<file path="config.mk">
export PLATFORM = sky130hd
export DESIGN_NAME = tlb_mmu_top
export DESIGN_NICKNAME = d
export VERILOG_FILES = /design/src/rtl/tlb_pkg.sv /design/src/rtl/tlb_inv_route.sv /design/src/rtl/tlb_victim.sv /design/src/rtl/tlb_bank.sv /design/src/rtl/tlb_mmu_top.sv
export SDC_FILE = /design/constraint.sdc
export NUM_CORES = 1
export LEC_CHECK = 0
export ABC_AREA = 0
export BUFFER_PORTS_ARGS = -buffer_cell sky130_fd_sc_hd__buf_2
export CORE_ASPECT_RATIO = 1.5
export CORE_MARGIN = 3
export CORE_UTILIZATION = 55
export DETAILED_ROUTE_END_ITERATION = 7
export PLACE_DENSITY = 0.76
export SLEW_MARGIN = 20
export SYNTH_ARGS = -nofsm -noshare
export SYNTH_HDL_FRONTEND = slang
export SYNTH_SLANG_ARGS = --single-unit
</file>
<file path="constraint.sdc">
create_clock -name clk -period 6.9 [get_ports clk]
set_input_delay 0.69 -clock clk [delete_from_list [all_inputs] [get_ports clk]]
set_output_delay 0.69 -clock clk [all_outputs]
set_load 0.005 [all_outputs]
</file>
<file path="src/rtl/tlb_pkg.sv">
package tlb_pkg;
  localparam int OPND_W   = 32;
  localparam int PAGE_LSB = 12;
  localparam int ID_W     = 8;
  localparam int VPN_W    = OPND_W - PAGE_LSB;

  typedef enum logic [1:0] {
    OP_ALL     = 2'd0,
    OP_VA_ID   = 2'd1,
    OP_ID      = 2'd2,
    OP_VA_ANY  = 2'd3
  } inv_op_e;

  typedef enum logic [1:0] {
    TGT_UNI    = 2'd0,
    TGT_INSTR  = 2'd1,
    TGT_DATA   = 2'd2,
    TGT_UNI_B  = 2'd3
  } inv_tgt_e;

  typedef struct packed {
    inv_op_e          op;
    logic [VPN_W-1:0] vpn;
    logic [ID_W-1:0]  asid;
  } inv_req_t;
endpackage

</file>
<file path="src/rtl/tlb_inv_route.sv">
module tlb_inv_route
  import tlb_pkg::*;
#(
  parameter int SPLIT = 1,
  localparam int NB   = (SPLIT != 0) ? 2 : 1
) (
  input  logic              mnt_valid,
  input  logic [1:0]        mnt_op,
  input  logic [1:0]        mnt_target,
  input  logic [OPND_W-1:0] mnt_operand,
  output inv_req_t          req,
  output logic [NB-1:0]     bank_en
);
  inv_tgt_e tgt;
  assign tgt      = inv_tgt_e'(mnt_target);
  assign req.op   = inv_op_e'(mnt_op);
  assign req.vpn  = mnt_operand[OPND_W-1:PAGE_LSB];
  assign req.asid = mnt_operand[ID_W-1:0];

  generate
    if (SPLIT != 0) begin : g_split
      // bank 0 = instruction, bank 1 = data
      assign bank_en[0] = mnt_valid && (tgt != TGT_DATA);
      assign bank_en[1] = mnt_valid && (tgt != TGT_INSTR);
    end else begin : g_uni
      assign bank_en[0] = mnt_valid;
    end
  endgenerate
endmodule

</file>
<file path="src/rtl/tlb_victim.sv">
module tlb_victim #(
  parameter int ENTRIES = 4,
  localparam int IDX_W  = (ENTRIES > 1) ? $clog2(ENTRIES) : 1
) (
  input  logic [ENTRIES-1:0] valid,
  input  logic [ENTRIES-1:0] locked,
  input  logic [IDX_W-1:0]   rr_ptr,
  output logic [IDX_W-1:0]   slot,
  output logic               slot_ok,
  output logic               from_rr
);
  int idx;
  always_comb begin
    slot    = '0;
    slot_ok = 1'b0;
    from_rr = 1'b0;
    idx     = 0;
    for (int i = ENTRIES - 1; i >= 0; i--) begin
      if (!valid[i]) begin
        slot    = IDX_W'(i);
        slot_ok = 1'b1;
      end
    end
    if (!slot_ok) begin
      for (int k = ENTRIES - 1; k >= 0; k--) begin
        idx = int'(rr_ptr) + k;
        if (idx >= ENTRIES) idx = idx - ENTRIES;
        if (!locked[idx]) begin
          slot    = IDX_W'(idx);
          slot_ok = 1'b1;
          from_rr = 1'b1;
        end
      end
    end
  end
endmodule

</file>
<file path="src/rtl/tlb_bank.sv">
module tlb_bank
  import tlb_pkg::*;
#(
  parameter int ENTRIES = 4,
  parameter int PPN_W   = 20
) (
  input  logic             clk,
  input  logic             rst_n,
  input  logic [VPN_W-1:0] lk_vpn,
  input  logic [ID_W-1:0]  lk_asid,
  output logic             lk_hit,
  output logic [PPN_W-1:0] lk_ppn,
  input  logic             fill_en,
  output logic             fill_ready,
  input  logic [VPN_W-1:0] fill_vpn,
  input  logic [ID_W-1:0]  fill_asid,
  input  logic             fill_global,
  input  logic             fill_lock,
  input  logic [PPN_W-1:0] fill_ppn,
  input  logic             inv_en,
  input  inv_req_t         inv_req
);
  localparam int IDX_W = (ENTRIES > 1) ? $clog2(ENTRIES) : 1;

  logic [ENTRIES-1:0] valid_q, lock_q, glob_q, kill, valid_nxt;
  logic [VPN_W-1:0]   vpn_q  [ENTRIES];
  logic [ID_W-1:0]    asid_q [ENTRIES];
  logic [PPN_W-1:0]   ppn_q  [ENTRIES];
  logic [IDX_W-1:0]   rr_q, slot;
  logic               slot_ok, from_rr, fill_fire;

  tlb_victim #(.ENTRIES(ENTRIES)) u_victim (
    .valid   (valid_q),
    .locked  (lock_q),
    .rr_ptr  (rr_q),
    .slot    (slot),
    .slot_ok (slot_ok),
    .from_rr (from_rr)
  );

  assign fill_ready = slot_ok;
  assign fill_fire  = fill_en && slot_ok;

  // lookup: lowest index wins
  always_comb begin
    lk_hit = 1'b0;
    lk_ppn = '0;
    for (int i = ENTRIES - 1; i >= 0; i--) begin
      if (valid_q[i] && vpn_q[i] == lk_vpn &&
          (glob_q[i] || asid_q[i] == lk_asid)) begin
        lk_hit = 1'b1;
        lk_ppn = ppn_q[i];
      end
    end
  end

  // invalidation selection
  always_comb begin
    for (int i = 0; i < ENTRIES; i++) begin
      unique case (inv_req.op)
        OP_ALL:    kill[i] = !lock_q[i];
        OP_VA_ID:  kill[i] = (vpn_q[i] == inv_req.vpn) &&
                             (glob_q[i] || asid_q[i] == inv_req.asid);
        OP_ID:     kill[i] = !glob_q[i] && asid_q[i] == inv_req.asid;
        OP_VA_ANY: kill[i] = (vpn_q[i] == inv_req.vpn);
        default:   kill[i] = 1'b0;
      endcase
      kill[i] = kill[i] && valid_q[i] && inv_en;
    end
  end

  always_comb begin
    valid_nxt = valid_q & ~kill;
    if (fill_fire) valid_nxt[slot] = 1'b1;
  end

  always_ff @(posedge clk) begin
    if (!rst_n) begin
      valid_q <= '0;
      lock_q  <= '0;
      glob_q  <= '0;
      rr_q    <= '0;
    end else begin
      valid_q <= valid_nxt;
      if (fill_fire) begin
        lock_q[slot] <= fill_lock;
        glob_q[slot] <= fill_global;
        if (from_rr)
          rr_q <= (int'(slot) == ENTRIES - 1) ? '0 : slot + 1'b1;
      end
    end
  end

  always_ff @(posedge clk) begin
    if (fill_fire) begin
      vpn_q[slot]  <= fill_vpn;
      asid_q[slot] <= fill_asid;
      ppn_q[slot]  <= fill_ppn;
    end
  end


  reset_empty_chk: assert property (@(posedge clk) disable iff (!rst_n)
    $rose(rst_n) |-> (valid_q == '0));

  empty_miss_chk: assert property (@(posedge clk) disable iff (!rst_n)
    (valid_q == '0) |-> !lk_hit);

  fill_lands_chk: assert property (@(posedge clk) disable iff (!rst_n)
    (fill_fire && !inv_en) |=> valid_q[$past(slot)]);

  ready_low_chk: assert property (@(posedge clk) disable iff (!rst_n)
    !fill_ready |-> ((&valid_q) && (&lock_q)));

  inv_all_lock_chk: assert property (@(posedge clk) disable iff (!rst_n)
    (inv_en && inv_req.op == OP_ALL && !fill_fire) |=>
      (valid_q == $past(valid_q & lock_q)));

  inv_shrink_chk: assert property (@(posedge clk) disable iff (!rst_n)
    (inv_en && !fill_fire) |=>
      ($countones(valid_q) <= $past($countones(valid_q))));
endmodule

</file>
<file path="src/rtl/tlb_mmu_top.sv">
module tlb_mmu_top
  import tlb_pkg::*;
#(
  parameter int ENTRIES = 4,
  parameter int PPN_W   = 20,
  parameter int SPLIT   = 1
) (
  input  logic              clk,
  input  logic              rst_n,
  input  logic              lk_side,
  input  logic [VPN_W-1:0]  lk_vpn,
  input  logic [ID_W-1:0]   lk_asid,
  output logic              lk_hit,
  output logic [PPN_W-1:0]  lk_ppn,
  input  logic              fill_valid,
  output logic              fill_ready,
  input  logic              fill_side,
  input  logic [VPN_W-1:0]  fill_vpn,
  input  logic [ID_W-1:0]   fill_asid,
  input  logic              fill_global,
  input  logic              fill_lock,
  input  logic [PPN_W-1:0]  fill_ppn,
  input  logic              mnt_valid,
  input  logic [1:0]        mnt_op,
  input  logic [1:0]        mnt_target,
  input  logic [OPND_W-1:0] mnt_operand
);
  localparam int NB = (SPLIT != 0) ? 2 : 1;

  inv_req_t         req;
  logic [NB-1:0]    bank_en, hit_b, rdy_b, fill_b;
  logic [PPN_W-1:0] ppn_b [NB];

  tlb_inv_route #(.SPLIT(SPLIT)) u_route (
    .mnt_valid   (mnt_valid),
    .mnt_op      (mnt_op),
    .mnt_target  (mnt_target),
    .mnt_operand (mnt_operand),
    .req         (req),
    .bank_en     (bank_en)
  );

  generate
    for (genvar b = 0; b < NB; b++) begin : g_bank
      if (NB == 1) begin : g_one
        assign fill_b[b] = fill_valid;
      end else begin : g_sel
        assign fill_b[b] = fill_valid && (fill_side == b[0]);
      end
      tlb_bank #(.ENTRIES(ENTRIES), .PPN_W(PPN_W)) u_bank (
        .clk         (clk),
        .rst_n       (rst_n),
        .lk_vpn      (lk_vpn),
        .lk_asid     (lk_asid),
        .lk_hit      (hit_b[b]),
        .lk_ppn      (ppn_b[b]),
        .fill_en     (fill_b[b]),
        .fill_ready  (rdy_b[b]),
        .fill_vpn    (fill_vpn),
        .fill_asid   (fill_asid),
        .fill_global (fill_global),
        .fill_lock   (fill_lock),
        .fill_ppn    (fill_ppn),
        .inv_en      (bank_en[b]),
        .inv_req     (req)
      );
    end

    if (NB == 1) begin : g_out_uni
      assign lk_hit     = hit_b[0];
      assign lk_ppn     = ppn_b[0];
      assign fill_ready = rdy_b[0];
    end else begin : g_out_split
      assign lk_hit     = lk_side ? hit_b[1] : hit_b[0];
      assign lk_ppn     = lk_side ? ppn_b[1] : ppn_b[0];
      assign fill_ready = fill_side ? rdy_b[1] : rdy_b[0];
    end
  endgenerate


  route_idle_chk: assert property (@(posedge clk) disable iff (!rst_n)
    !mnt_valid |-> (bank_en == '0));
endmodule

</file>
==> impl_metrics.toml <==
[run_status]
status = "complete, no violations"

[power]
p_switching_w = 0.00122
p_int_w = 0.00417
clockPowerShare = 0.400
power.leakage_nw = 7.49
share_comb_of_total_power = 0.080
pwr_density_cell_mw_per_mm2 = 240
seqPwrFrac = 0.520
p_sw_frac = 0.226
ir_worst_vdd_mv = 0.233

[clock_network]
cts_tree = "yes"
cts_num_sinks = 412
cts_root_buf = "clkbuf_16"
hold_buffers = 0
postCtsResizedCells = 0
clock_latency_ns = 0.54
h-tree-depth = 2
postCtsSetupRepairBufs = 0
clkTransAtPathRegs_ns = 0.06
clockBufferDepth = 3
cts_buffers = 40

[floorplan]
fp.coreArea_mm2 = 0.0362
chipWidth_um = 163
fp-row-count = 85
dieArea_mm2 = 0.0394
initial_core_util = 0.563
die_y_um = 242
num_io_pins = 142

[layout]
syn_to_final_growth_pct = 10.5
layout_common_cells = "edfxtp_1 (384), xnor2_1 (269), xor2_1 (179), buf_2 (137), nand4_1 (81)"
seqCellArea_mm2 = 0.0121
nFillCells = 2820
fin_nets = 1801
instances_no_fill = 2183
multi_input_area_mm2 = 0.00750
final_common_cell = "edfxtp_1"
fin_util = 0.622
final_layout_size_suffix_gt1_frac = 0.143
final_cell_area_mm2 = 0.0225

[grt]
grt_overflow = 0
grt_start_max_net_pins = 51
grt_pass1_vias = 13600
grtUsageTotal = 0.297
grt_pass1_wl_mm = 86.8
antenna_found_initial = 9

[worst_setup_path]
cpPeakStageDelay_ns = 0.99
worstPathArrival_ns = 4.34
crit_chain = "xnor2_1, nand4_1, nor4_1, nand3_2, nor3b_1, o221ai_1, a21oi_2, buf_2"
worstPathMaxFanout = 20
required_ns = 6.21
cp_slowest_cell = "nor4_1"
crit_path_end_kind = "primary output"
path_class = "flip-flop to primary output"
cp-start-kind = "flip-flop"

[route]
drt_iter0_drc = 1287
viasPerCell = 6.17
dr_total_vias = 13500
drc = 0
wl_per_cell_um = 27.0
drtPass1Iterations = 5
antenna_left = 0
detail_route.wirelength_mm = 59.0

[synth]
synth.yosys.seq_area_share = 0.594
syn_nets = 1709
synth_top_cell_area_share = 0.567
synth_largest_area_cell = "edfxtp_1"
synth_edf_count = 384
synthDistinctLibCells = 53
synth-seq-cells = 412
yosys-top-cells-area = "edfxtp_1 (57%), xnor2_1 (12%), xor2_1 (7.7%)"
synthCells = 1581
synth-main-ff-cell = "edfxtp_1"
synth_area_mm2 = 0.0203
ys_warn_count = 0
synthArstFlopShare = 0
avgSynthCellArea_um2 = 12.9

[timing]
finalSetupTns_ns = 0
fin_crit_sh = 0.729
final_hold_viol_count = 0
clock_skew_ns = 0.0134
slew_viol_final = 0
max_freq_mhz = 199
period_needed_ns = 5.03
grt_setup_unrepaired = "no"
maxSlewHeadroom = 0.234
finalSetupViolations = 0
worstMarginPinSlew_ns = 1.14

[placed_design]
gp_congestion = 0.995
portBuffers = 137
dp_cells = 2109
hpwl_mm = 41.6
place_area_mm2 = 0.0212

[job]
drv_cap = 0

[hold_path]
hp-class = "input port to flip-flop"
## layer usage
layer / up-vias / track usage / share of wire
met5: - / 0 / 0.0012
met4: 10 / 0.145 / 0.058
met3: 158 / 0.0483 / 0.082
met2: 681 / 0.500 / 0.50
met1: 6683 / 0.371 / 0.36
li1: 5937 / - / -
## kinds of logic (layout without fill, tap and decap cells)
kind of cell	Yosys count	count (layout)	synth area share
XOR/XNOR	448	448	0.193
flip-flops	412	412	0.594
AND/OR/NAND/NOR	289	289	0.0806
adder cells (fa/ha/maj)	8	8	0.00492
other	0	4	0
multiplexers	7	7	0.00357
buffers and inverters	165	285	0.0386
AO/OA/AOI/OAI	252	252	0.0852
## sequential cells by signal, summed over array words and instances, names as in the netlist
name                   cells
g_bank.u_bank.ppn_q      160
g_bank.u_bank.vpn_q      160
g_bank.u_bank.asid_q      64
g_bank.u_bank.glob_q       8
g_bank.u_bank.lock_q       8
g_bank.u_bank.valid_q      8
g_bank.u_bank.rr_q         4
## metrics by stage
step,power (W),hold slack (ns),setup WS (ns)
after floorplan,0.00311,0.464,3.89
after global placement,0.00327,0.495,1.94
after detailed placement,0.00328,0.501,1.82
after CTS,0.00540,0.406,1.63
after global routing,0.00552,0.433,1.82
final,0.00539,0.429,1.87
## final timing paths
| path | startpoint | end | slack, ns | depth (start not counted) |
|---|---|---|---|---|
| worst max-delay path | g_bank[0].u_bank.vpn_q[3][14] | lk_ppn[14] | 1.87 | 8 |
| worst min-delay path | fill_ppn[17] | g_bank[1].u_bank.ppn_q[0][17] | 0.43 | 1 |
| worst max register to register | g_bank[0].u_bank.rr_q[1] | g_bank[0].u_bank.vpn_q[1][16] | 3.77 | 11 |
| worst min register to register | g_bank[0].u_bank.glob_q[0] | g_bank[0].u_bank.glob_q[0] | 0.51 | 2 |
## cells in the mapped netlist, types with 16 or more instances
library cell / n
nand4_1: 81
nor2_1: 17
a21boi_0: 22
edfxtp_1: 384
o21ai_0: 39
nor3_1: 18
a21o_1: 20
o221ai_1: 20
xor2_1: 179
nand3_1: 16
dfxtp_1: 28
buf_2: 33
xnor2_1: 269
clkbuf_1: 43
nor4_1: 46
a21oi_1: 61
inv_1: 64
o311ai_1: 19
nand2_1: 60
o21a_1: 19
a21oi_2: 19
nor3b_1: 19
## worst max-delay path, delay by kind of cell (launching register included)
kind | cells | cell delay [ns]
AND/OR/NAND/NOR | 4 | 2.48
AO/OA/AOI/OAI | 2 | 0.45
buffers and inverters | 1 | 0.14
flip-flops | 1 | 0.43
XOR/XNOR | 1 | 0.30
## cell type report
cell class,count,share of cell area
flip-flops and latches,412,0.538
clock inverters,17,0.00801
clock buffers,53,0.0481
multi-input cells,1004,0.333
repair buffers,151,0.0352
diodes,4,0.000445
well taps,478,0.0266
inverters,64,0.0107
## power by group through the flow
stage / logic (W) / clock network, W / registers (W)
3_5_place_dp: 0.000422 / 0 / 0.00286
2_1_floorplan: 0.000256 / 0 / 0.00285
6_report: 0.000430 / 0.00216 / 0.00280
3_3_place_gp: 0.000418 / 0 / 0.00285
5_1_grt: 0.000454 / 0.00226 / 0.00281
4_1_cts: 0.000425 / 0.00218 / 0.00280
(Power assumes the default switching activity.)
